### config.mk
export PLATFORM = sky130hd
export DESIGN_NAME = txlink_pwrseq
export DESIGN_NICKNAME = d
export VERILOG_FILES = /design/src/rtl/txlink_pwrseq_pkg.sv /design/src/rtl/txlink_pwrseq_ctrl.sv /design/src/rtl/txlink_pwrseq_dp.sv /design/src/rtl/txlink_pwrseq.sv
export SDC_FILE = /design/constraint.sdc
export NUM_CORES = 1
export LEC_CHECK = 0
export BUFFER_PORTS_ARGS = -buffer_cell sky130_fd_sc_hd__clkbuf_2
export CAP_MARGIN = 15
export CORE_ASPECT_RATIO = 2
export CORE_MARGIN = 8
export CORE_UTILIZATION = 30
export DETAILED_ROUTE_END_ITERATION = 10
export PLACE_DENSITY = 0.48
export SYNTH_ARGS = -nofsm -noshare
export SYNTH_HDL_FRONTEND = slang
export SYNTH_HIERARCHICAL = 1
export SYNTH_SLANG_ARGS = --single-unit
### constraint.sdc
create_clock -name clk -period 3.1 [get_ports clk]
set_input_delay 0.465 -clock clk [delete_from_list [all_inputs] [get_ports clk]]
set_output_delay 0.465 -clock clk [all_outputs]
set_load 0.05 [all_outputs]
### src/rtl/txlink_pwrseq_pkg.sv
package txlink_pwrseq_pkg;

  localparam int UP_STEPS = 6;  // bias, pll, pwd, phy, wait, on
  localparam int DN_STEPS = 4;  // out, phy, pwd, pll

  typedef enum logic [3:0] {
    S_IDLE, S_LANES, S_BIAS, S_PLL, S_PWD, S_PHY, S_WAIT, S_ON,
    S_DOUT, S_DPHY, S_DPWD, S_DPLL
  } seqState_t;

  typedef struct packed {
    logic setLanes;
    logic setBias;
    logic setPll;
    logic setPwd;
    logic setPhy;
    logic setOut;
    logic loadTimer;
    logic clrOut;
    logic clrPhy;
    logic clrPwd;
    logic clrPll;
    logic clrAll;
  } seqStb_t;

endpackage

### src/rtl/txlink_pwrseq_ctrl.sv
module txlink_pwrseq_ctrl
  import txlink_pwrseq_pkg::*;
(
  input  logic    clk,
  input  logic    rstN,
  input  logic    enReq,
  input  logic    disReq,
  input  logic    cfgLegacy,
  input  logic    cfgHasPwrDn,
  input  logic    cfgNeedPhyEn,
  input  logic    cfgExtPll,
  input  logic    outRel,
  input  logic    phyEn,
  input  logic    pwrNormal,
  input  logic    pllOn,
  input  logic    timerDone,
  output seqStb_t stb,
  output logic    busy,
  output logic    ready
);

  seqState_t state, nxt;
  logic [UP_STEPS:1] upEn;
  logic [DN_STEPS:1] dnEn;
  logic isDown;
  int upOrd, dnOrd, tgt;

  // Steps that apply under the current straps, in power-up order
  always_comb begin
    upEn[1] = cfgLegacy;
    upEn[2] = !cfgExtPll;
    upEn[3] = cfgHasPwrDn;
    upEn[4] = cfgNeedPhyEn && !cfgHasPwrDn && !cfgLegacy;
    upEn[5] = !cfgExtPll;
    upEn[6] = 1'b1;
    dnEn[1] = outRel;
    dnEn[2] = cfgNeedPhyEn && phyEn;
    dnEn[3] = pwrNormal;
    dnEn[4] = pllOn;
  end

  always_comb begin
    case (state)
      S_BIAS:  upOrd = 1;
      S_PLL:   upOrd = 2;
      S_PWD:   upOrd = 3;
      S_PHY:   upOrd = 4;
      S_WAIT:  upOrd = 5;
      default: upOrd = 0;
    endcase
    case (state)
      S_DOUT:  dnOrd = 1;
      S_DPHY:  dnOrd = 2;
      S_DPWD:  dnOrd = 3;
      S_DPLL:  dnOrd = 4;
      default: dnOrd = 0;
    endcase
    isDown = state inside {S_DOUT, S_DPHY, S_DPWD, S_DPLL};
  end

  always_comb begin
    stb = '0;
    nxt = state;
    tgt = 0;
    if (state == S_IDLE) begin
      if (enReq && !disReq) begin
        stb.setLanes = 1'b1;
        nxt = S_LANES;
      end
    end else if (isDown || disReq) begin
      tgt = DN_STEPS + 1;
      for (int i = DN_STEPS; i >= 1; i--)
        if (dnEn[i] && i > dnOrd) tgt = i;
      case (tgt)
        1: begin stb.clrOut = 1'b1; nxt = S_DOUT; end
        2: begin stb.clrPhy = 1'b1; nxt = S_DPHY; end
        3: begin stb.clrPwd = 1'b1; nxt = S_DPWD; end
        4: begin stb.clrPll = 1'b1; nxt = S_DPLL; end
        default: begin stb.clrAll = 1'b1; nxt = S_IDLE; end
      endcase
    end else if (state != S_ON && !(state == S_WAIT && !timerDone)) begin
      tgt = UP_STEPS;
      for (int i = UP_STEPS; i >= 1; i--)
        if (upEn[i] && i > upOrd) tgt = i;
      case (tgt)
        1: begin stb.setBias = 1'b1; nxt = S_BIAS; end
        2: begin stb.setPll = 1'b1; nxt = S_PLL; end
        3: begin stb.setPwd = 1'b1; nxt = S_PWD; end
        4: begin stb.setPhy = 1'b1; nxt = S_PHY; end
        5: begin stb.loadTimer = 1'b1; nxt = S_WAIT; end
        default: begin
          stb.setOut = 1'b1;
          stb.setPhy = cfgNeedPhyEn && cfgHasPwrDn;
          nxt = S_ON;
        end
      endcase
    end
  end

  always_ff @(posedge clk or negedge rstN) begin
    if (!rstN) state <= S_IDLE;
    else       state <= nxt;
  end

  assign busy  = (state != S_IDLE) && (state != S_ON);
  assign ready = (state == S_ON);

endmodule

### src/rtl/txlink_pwrseq_dp.sv
module txlink_pwrseq_dp
  import txlink_pwrseq_pkg::*;
#(
  parameter int NUM_LANES = 4,
  parameter int SETTLE_US = 100
) (
  input  logic                 clk,
  input  logic                 rstN,
  input  seqStb_t              stb,
  input  logic                 usTick,
  output logic [NUM_LANES-1:0] laneOn,
  output logic                 clkLaneOn,
  output logic                 pllOn,
  output logic                 pwrNormal,
  output logic                 phyEn,
  output logic                 biasEn,
  output logic                 outRel,
  output logic                 timerDone
);

  // One extra tick absorbs the partial microsecond at load time
  localparam int TICKS = SETTLE_US + 1;
  localparam int TW    = $clog2(TICKS + 1);

  logic [TW-1:0] tCnt;

  for (genvar g = 0; g < NUM_LANES; g++) begin : g_lane
    always_ff @(posedge clk or negedge rstN) begin
      if (!rstN)             laneOn[g] <= 1'b0;
      else if (stb.clrAll)   laneOn[g] <= 1'b0;
      else if (stb.setLanes) laneOn[g] <= 1'b1;
    end
  end

  always_ff @(posedge clk or negedge rstN) begin
    if (!rstN) begin
      clkLaneOn <= 1'b0;
      pllOn     <= 1'b0;
      pwrNormal <= 1'b0;
      phyEn     <= 1'b0;
      biasEn    <= 1'b0;
      outRel    <= 1'b0;
    end else if (stb.clrAll) begin
      clkLaneOn <= 1'b0;
      pllOn     <= 1'b0;
      pwrNormal <= 1'b0;
      phyEn     <= 1'b0;
      biasEn    <= 1'b0;
      outRel    <= 1'b0;
    end else begin
      if (stb.setLanes) clkLaneOn <= 1'b1;
      if (stb.setBias) begin
        biasEn <= 1'b1;
        phyEn  <= 1'b1;
      end
      if (stb.setPll) pllOn     <= 1'b1;
      if (stb.clrPll) pllOn     <= 1'b0;
      if (stb.setPwd) pwrNormal <= 1'b1;
      if (stb.clrPwd) pwrNormal <= 1'b0;
      if (stb.setPhy) phyEn     <= 1'b1;
      if (stb.clrPhy) phyEn     <= 1'b0;
      if (stb.setOut) outRel    <= 1'b1;
      if (stb.clrOut) outRel    <= 1'b0;
    end
  end

  always_ff @(posedge clk or negedge rstN) begin
    if (!rstN)                           tCnt <= '0;
    else if (stb.loadTimer)              tCnt <= '0;
    else if (usTick && tCnt != TW'(TICKS)) tCnt <= tCnt + 1'b1;
  end

  assign timerDone = (tCnt == TW'(TICKS));

endmodule

### src/rtl/txlink_pwrseq.sv
module txlink_pwrseq
  import txlink_pwrseq_pkg::*;
#(
  parameter int NUM_LANES = 4,
  parameter int SETTLE_US = 100
) (
  input  logic                 clk,
  input  logic                 rstN,
  input  logic                 enReq,
  input  logic                 disReq,
  input  logic                 usTick,
  input  logic                 cfgLegacy,
  input  logic                 cfgHasPwrDn,
  input  logic                 cfgNeedPhyEn,
  input  logic                 cfgExtPll,
  output logic [NUM_LANES-1:0] laneOn,
  output logic                 clkLaneOn,
  output logic                 pllOn,
  output logic                 pwrNormal,
  output logic                 phyEn,
  output logic                 biasEn,
  output logic                 outRel,
  output logic                 busy,
  output logic                 ready
);

  seqStb_t stb;
  logic    timerDone;

  txlink_pwrseq_ctrl u_ctrl (
    .clk(clk), .rstN(rstN), .enReq(enReq), .disReq(disReq),
    .cfgLegacy(cfgLegacy), .cfgHasPwrDn(cfgHasPwrDn),
    .cfgNeedPhyEn(cfgNeedPhyEn), .cfgExtPll(cfgExtPll),
    .outRel(outRel), .phyEn(phyEn), .pwrNormal(pwrNormal), .pllOn(pllOn),
    .timerDone(timerDone), .stb(stb), .busy(busy), .ready(ready)
  );

  txlink_pwrseq_dp #(.NUM_LANES(NUM_LANES), .SETTLE_US(SETTLE_US)) u_dp (
    .clk(clk), .rstN(rstN), .stb(stb), .usTick(usTick),
    .laneOn(laneOn), .clkLaneOn(clkLaneOn), .pllOn(pllOn),
    .pwrNormal(pwrNormal), .phyEn(phyEn), .biasEn(biasEn),
    .outRel(outRel), .timerDone(timerDone)
  );

endmodule

Word level (Yosys, flattened, before mapping)
Cells that the tools add are included.
{"block": "totals", "reg_bits": 17, "out_inout_bits": 12, "word_cells": 138}
{"block": "classes", "n_addsub": 1, "magnitude_cmp": 9, "n_eq_ne": 23, "n_mux": 57, "n_reduce_logical": 40}
{"op": "2-to-1 mux 32 bit", "n": 5}
{"op": "== test 32 x 2 -> 1 bit (second input constant)", "n": 4}
{"op": "== test 32 x 3 -> 1 bit (second input constant)", "n": 3}
{"op": "== test 32 x 1 -> 1 bit (second input constant)", "n": 2}
{"op": "one-hot mux 3 bit (5 select lines)", "n": 2}
{"op": "2-to-1 mux 1 bit", "n": 29}
{"op": "logical AND 1 bit", "n": 18}
{"op": "2-to-1 mux 3 bit", "n": 6}
{"op": "== test 4 x 3 -> 1 bit (second input constant)", "n": 4}
{"op": "== test 4 bit (second input constant)", "n": 4}
{"op": "2-to-1 mux 4 bit", "n": 4}
{"op": "one-hot mux 4 bit (4 select lines)", "n": 1}
{"op": "2-to-1 mux 7 bit", "n": 2}
{"op": "> comparator 2 x 3 -> 1 bit (first input constant)", "n": 4}
{"op": "2-to-1 mux 6 bit", "n": 2}
{"op": "one-hot mux 3 bit (4 select lines)", "n": 1}
{"op": "nonzero test 3 bit", "n": 4}
{"op": "nonzero test 4 bit", "n": 3}
{"op": "2-to-1 mux 11 bit", "n": 1}
{"op": "> comparator 3 bit (first input constant)", "n": 3}
{"op": "== test 4 x 2 -> 1 bit (second input constant)", "n": 2}
{"op": "OR reduction 4 bit", "n": 2}
{"op": "adder 7 x 1 -> 7 bit (second input constant)", "n": 1}
{"op": "== test 7 bit (second input constant)", "n": 1}
{"op": "13 further kinds", "n": 22}

Depth between registers and ports, before layout
{"block": "depth", "word_depth": 22, "mapped_depth": 12, "ltp_nobuf": 11}

By module
The synthesis kept the hierarchy.
{"module": "txlink_pwrseq_dp", "instances": 1, "cells_per_inst": 67, "area_per_inst_um2": 655.6, "seq_area_each_um2": 325.3}
{"module": "txlink_pwrseq_ctrl", "instances": 1, "cells_per_inst": 81, "area_per_inst_um2": 623.1, "seq_area_each_um2": 100.1}

Worst setup path before layout
No wires, ideal clock.
{"block": "synth_timing", "path_kind": "reg-to-reg", "from": "register u_dp.tCnt[3]", "to": "register u_dp.tCnt[0]", "setup_ps": 133, "arrival_ps": 2261, "t_required_ps": 2967, "slack_ps": 706, "path_stages_with_launch": 11, "path_buffers": 1, "cell_sequence": "dfrtp_1 -> and4bb_4 -> and2b_2 -> and2b_2 -> nor3_1 -> or3_4 -> nor3_1 -> clkbuf_1 -> nor2_1 -> a31oi_1 -> o211ai_1"}
{"item": "from (decl)", "line": "txlink_pwrseq_dp.sv:25", "text": "logic [TW-1:0] tCnt;"}
{"item": "from (signal assigned)", "line": "txlink_pwrseq_dp.sv:70", "text": "else if (usTick && tCnt != TW'(TICKS)) tCnt <= tCnt + 1'b1;"}

==> impl_results.md <==
* Outcome: complete, no violations
* Vias in the first global route at roughly 1200
* Maximum number of pins on one net before global-route repair at 18
* Met3 wire len at 126 um
* Transition time at the pin with the least slew margin at 0.463 ns
* Logic pwr share at 57.1%
* I/O pin total at 21
* Maximum resistive drop on vdd at approximately 0.47 mV
* Post-Syn Instances at 148
* Slew margin rel. at 69.1%
* Number of buffers added to fix hold violations after cts at 0
* Global-route wire length before repair at 5870 um
* Placer Congestion at roughly 0.92
* Routed wire length per instance at roughly 17 um
* Clk slew on worst S/H paths at 0.07 ns
* Crit path setup slack, layout at 0.585 ns
* Area of the placeable core at 4090 um^2
* Part of the cycle the worst path needs at about four fifths
* Count of endpoints failing hold in the final timing report at 0
* Dpl hpwl at 2920 um
* Data required time at the worst endpoint at between 3 and 4 ns
* Setup repair after global routing missed its margin: no
* Power Dens Cells at 1050 nW/um^2
* Die outline height at 108 um
* Sequential power share at about a third
* Syn_area_per_cell at 8.64 um^2
* Crit path DAT at 2.64 ns
* Largest fanout on the critical path at 9
* Diode insertion count for antenna repair at 0
* Post-cts repair resize count at 0
* Syn-to-layout area delta at 11.2%
* Top cell type's share of synthesized area at 33.3%
* Final-report setup violation count at 0
* Count of pins over their slew limit at 0
* Fin Clk Skew at roughly 0.0014 ns
* H-Tree Level Count at 1
* Critical setup path kind: reg -> reg
* Number of buffers inserted during clock tree synthesis at 3
* Post-layout nets at 176
* DR vias at between 1000 and 1500
* Die footprint at 6730 um^2
* Clock power frac at between 10 and 15%
* Cell types occupying the most area after synthesis: sky130_fd_sc_hd__dfrtp_1 (33%), sky130_fd_sc_hd__nor2_1 (5.3%), sky130_fd_sc_hd__nand2_1 (4.1%)
* Number of port buffers at 20
* Max Root-Sink Buffers at 2
* Share of layout cells above drive strength 1 at 25.0%
* Internal power at 0.698 mW
* Count of fill cells added during filler insertion at 428
* Clock net sink count at 17
* Site row count at 33
* Total leakage power at roughly 0.62 nW
* Antenna viol nets, final at 0
* Number of maximum-capacitance constraint violations at 0
* Uppermost layer routed: met4
* Clk_lat worst skew at 0.25 ns
* Drt drc at 0
* Fraction of power spent switching nets at 53.1%
* Starting density of the core at a little under a third
* Type of the most critical hold path: in -> async
* Fmax achieved at 0.398 GHz
* Aggregate global-route resource usage at 11.0%
* Cell at the root of the clock tree: sky130_fd_sc_hd__clkbuf_8
* Via-per-instance ratio at between 5 and 6
* Distinct cell type count of the synthesized netlist at 48
* Detailed-route wire length at around 3700 um
* Worst reg2reg startpoint: u_dp/tCnt[1]$_DFFE_PN0P_
* Post-Route M1 WL at 1410 um
* CTS tree: yes
* Capture instance of the worst register-to-register path: u_dp/tCnt[0]$_DFFE_PN0P_
* Reg2reg path depth at 12
* Warnings, synthesis at 6
* Number of DRC markers after the initial detailed-route iteration at 24
* CP startpoint kind: flop
* Seq/Total Area, Yosys at 33.3%
* Endpoint kind of the worst setup timing path: flop
* Number of antenna violations at the first check in global routing at 0
* Post-synth top area cell: sky130_fd_sc_hd__dfrtp_1
* Setup slack at placement at 0.600 ns
* Syn Std Cell Area at 1280 um^2
* Total of flip-flops plus latches after synthesis at 17
* Die boundary width at 62.2 um
* Final setup TNS at 0 ns
* DR WL met2 at 2100 um
* 1st-pass router iterations at 5
* Synthesized netlist net count at 159
* Sw power at 0.791 mW
* Flop2flop setup slack at ~0.59 ns
* Residual overflow from global routing at 0
* Buffer count from post-CTS setup fixing at 0
* Time the worst path needs with I/O delays and setup at ~2.5 ns
registers in the layout, indices dropped and copies added, names as in the netlist:
signal and count:
u_ctrl/state 4, u_dp/biasEn 1, u_dp/clkLaneOn 1, u_dp/outRel 1, u_dp/phyEn 1, u_dp/pllOn 1
u_dp/pwrNormal 1, u_dp/tCnt 7
worst max path at each step:
stage                               endpoint  depth (start not counted)  slack (ns)                startpoint
floorplan           u_dp/tCnt[0]$_DFFE_PN0P_                         10        0.71  u_dp/tCnt[3]$_DFFE_PN0P_
global route        u_dp/tCnt[0]$_DFFE_PN0P_                         12        0.45  u_dp/tCnt[1]$_DFFE_PN0P_
finish              u_dp/tCnt[0]$_DFFE_PN0P_                         12        0.59  u_dp/tCnt[1]$_DFFE_PN0P_
detailed placement  u_dp/tCnt[0]$_DFFE_PN0P_                         12        0.60  u_dp/tCnt[1]$_DFFE_PN0P_
global placement    u_dp/tCnt[0]$_DFFE_PN0P_                         12        0.71  u_dp/tCnt[1]$_DFFE_PN0P_
CTS                 u_dp/tCnt[0]$_DFFE_PN0P_                         12        0.58  u_dp/tCnt[1]$_DFFE_PN0P_
synth_stat cells (all sizes together):
cell	instances
nand4	4
and4bb	2
and2b	2
o32ai	2
nor3	10
and2	1
a21bo	1
o21a	2
dfrtp	17
a21o	1
xor2	1
o211ai	6
nand2	14
o21ba	1
a31oi	4
o221a	1
o21ai	7
o21bai	2
nand2b	4
buf	8
a31o	1
nand4bb	1
a311o	1
a211oi	2
nor2b	3
xnor2	1
or3	4
a21oi	5
and3	5
nand3b	1
o31ai	1
clkbuf	1
inv	6
nand3	3
ha	2
nor2	18
nor3b	3
placed cells by master (no fill, tap or decap), types with 2 or more instances in the layout:
cell                       Yosys  final
sky130_fd_sc_hd__clkbuf_2      0     20
sky130_fd_sc_hd__nor2_1       18     18
sky130_fd_sc_hd__dfrtp_1      17     17
sky130_fd_sc_hd__nand2_1      14     14
sky130_fd_sc_hd__nor3_1       10     10
sky130_fd_sc_hd__o211ai_1      6      6
sky130_fd_sc_hd__inv_1         6      6
sky130_fd_sc_hd__o21ai_0       6      6
sky130_fd_sc_hd__a21oi_1       4      4
sky130_fd_sc_hd__and3_1        4      4
sky130_fd_sc_hd__a31oi_1       4      4
sky130_fd_sc_hd__nand4_1       4      4
sky130_fd_sc_hd__clkbuf_8      0      3
sky130_fd_sc_hd__nand2b_1      3      3
sky130_fd_sc_hd__nor2b_1       3      3
sky130_fd_sc_hd__nand3_1       3      3
sky130_fd_sc_hd__and2b_2       2      2
sky130_fd_sc_hd__o21a_1        2      2
sky130_fd_sc_hd__nor3b_1       2      2
sky130_fd_sc_hd__o32ai_1       2      2
sky130_fd_sc_hd__or3_1         2      2
sky130_fd_sc_hd__ha_1          2      2
per-stage QoR:
step | instances | total power, mW | cell area [um^2] | utilization, % | hold slack [ns]
CTS | 216 | 1.51 | 1420 | 34.8 | 0.167
global placement | 212 | 1.32 | 1380 | 33.7 | 0.431
global route | 216 | 1.60 | 1420 | 34.8 | 0.178
detailed placement | 212 | 1.33 | 1380 | 33.7 | 0.443
finish | 216 | 1.49 | 1420 | 34.8 | 0.150
floorplan | 148 | 1.17 | 1280 | - | 0.169
cells by family (layout without fill, tap and decap cells):
logic type	Yosys count	in the layout	share of synthesized area (%)
fa+ha+maj	2	2	1.96
flops	17	17	33.3
xor+xnor	2	2	1.37
simple gates	75	75	33.2
buf+inv	15	31	7.63
compound gates	37	37	22.6
cell type report:
cell class                      count  area [um^2]  share of cell area, %
Clock buffer                        4         45.0                   3.17
Inverter                            6         22.5                   1.58
Multi-Input combinational cell    116          756                   53.2
Sequential cell                    17          425                   29.9
Tap cell                           52         65.1                   4.58
Timing Repair Buffer               21          108                   7.57
layer usage:
metal / GRT usage [%] / vias to the layer above
li1: - / 566
met1: 10.4 / 554
met2: 22.0 / 37
met3: 1.66 / 4
met4: 5.38 / 0
met5: 0 / -
power by group through the flow:
stage / combinational [mW] / clock, mW / sequential, mW
global route: 0.929 / 0.184 / 0.489
CTS: 0.861 / 0.178 / 0.469
finish: 0.850 / 0.168 / 0.471
floorplan: 0.676 / 0 / 0.492
global placement: 0.848 / 0 / 0.469
detailed placement: 0.856 / 0 / 0.475
worst max-delay path, cell delays in order, from the launching register on:
cell and delay, ns:
sky130_fd_sc_hd__dfrtp_1 0.42, sky130_fd_sc_hd__inv_1 0.08, sky130_fd_sc_hd__ha_1 0.19, sky130_fd_sc_hd__nand2_1 0.09
sky130_fd_sc_hd__and2b_2 0.24, sky130_fd_sc_hd__and2b_2 0.16, sky130_fd_sc_hd__nor3_1 0.07, sky130_fd_sc_hd__or3_4 0.40
sky130_fd_sc_hd__nor3_1 0.20, sky130_fd_sc_hd__buf_4 0.20, sky130_fd_sc_hd__nor2_1 0.07, sky130_fd_sc_hd__a31oi_1 0.16
sky130_fd_sc_hd__o211ai_1 0.10
Note: power is estimated with default switching activity, not from simulation.
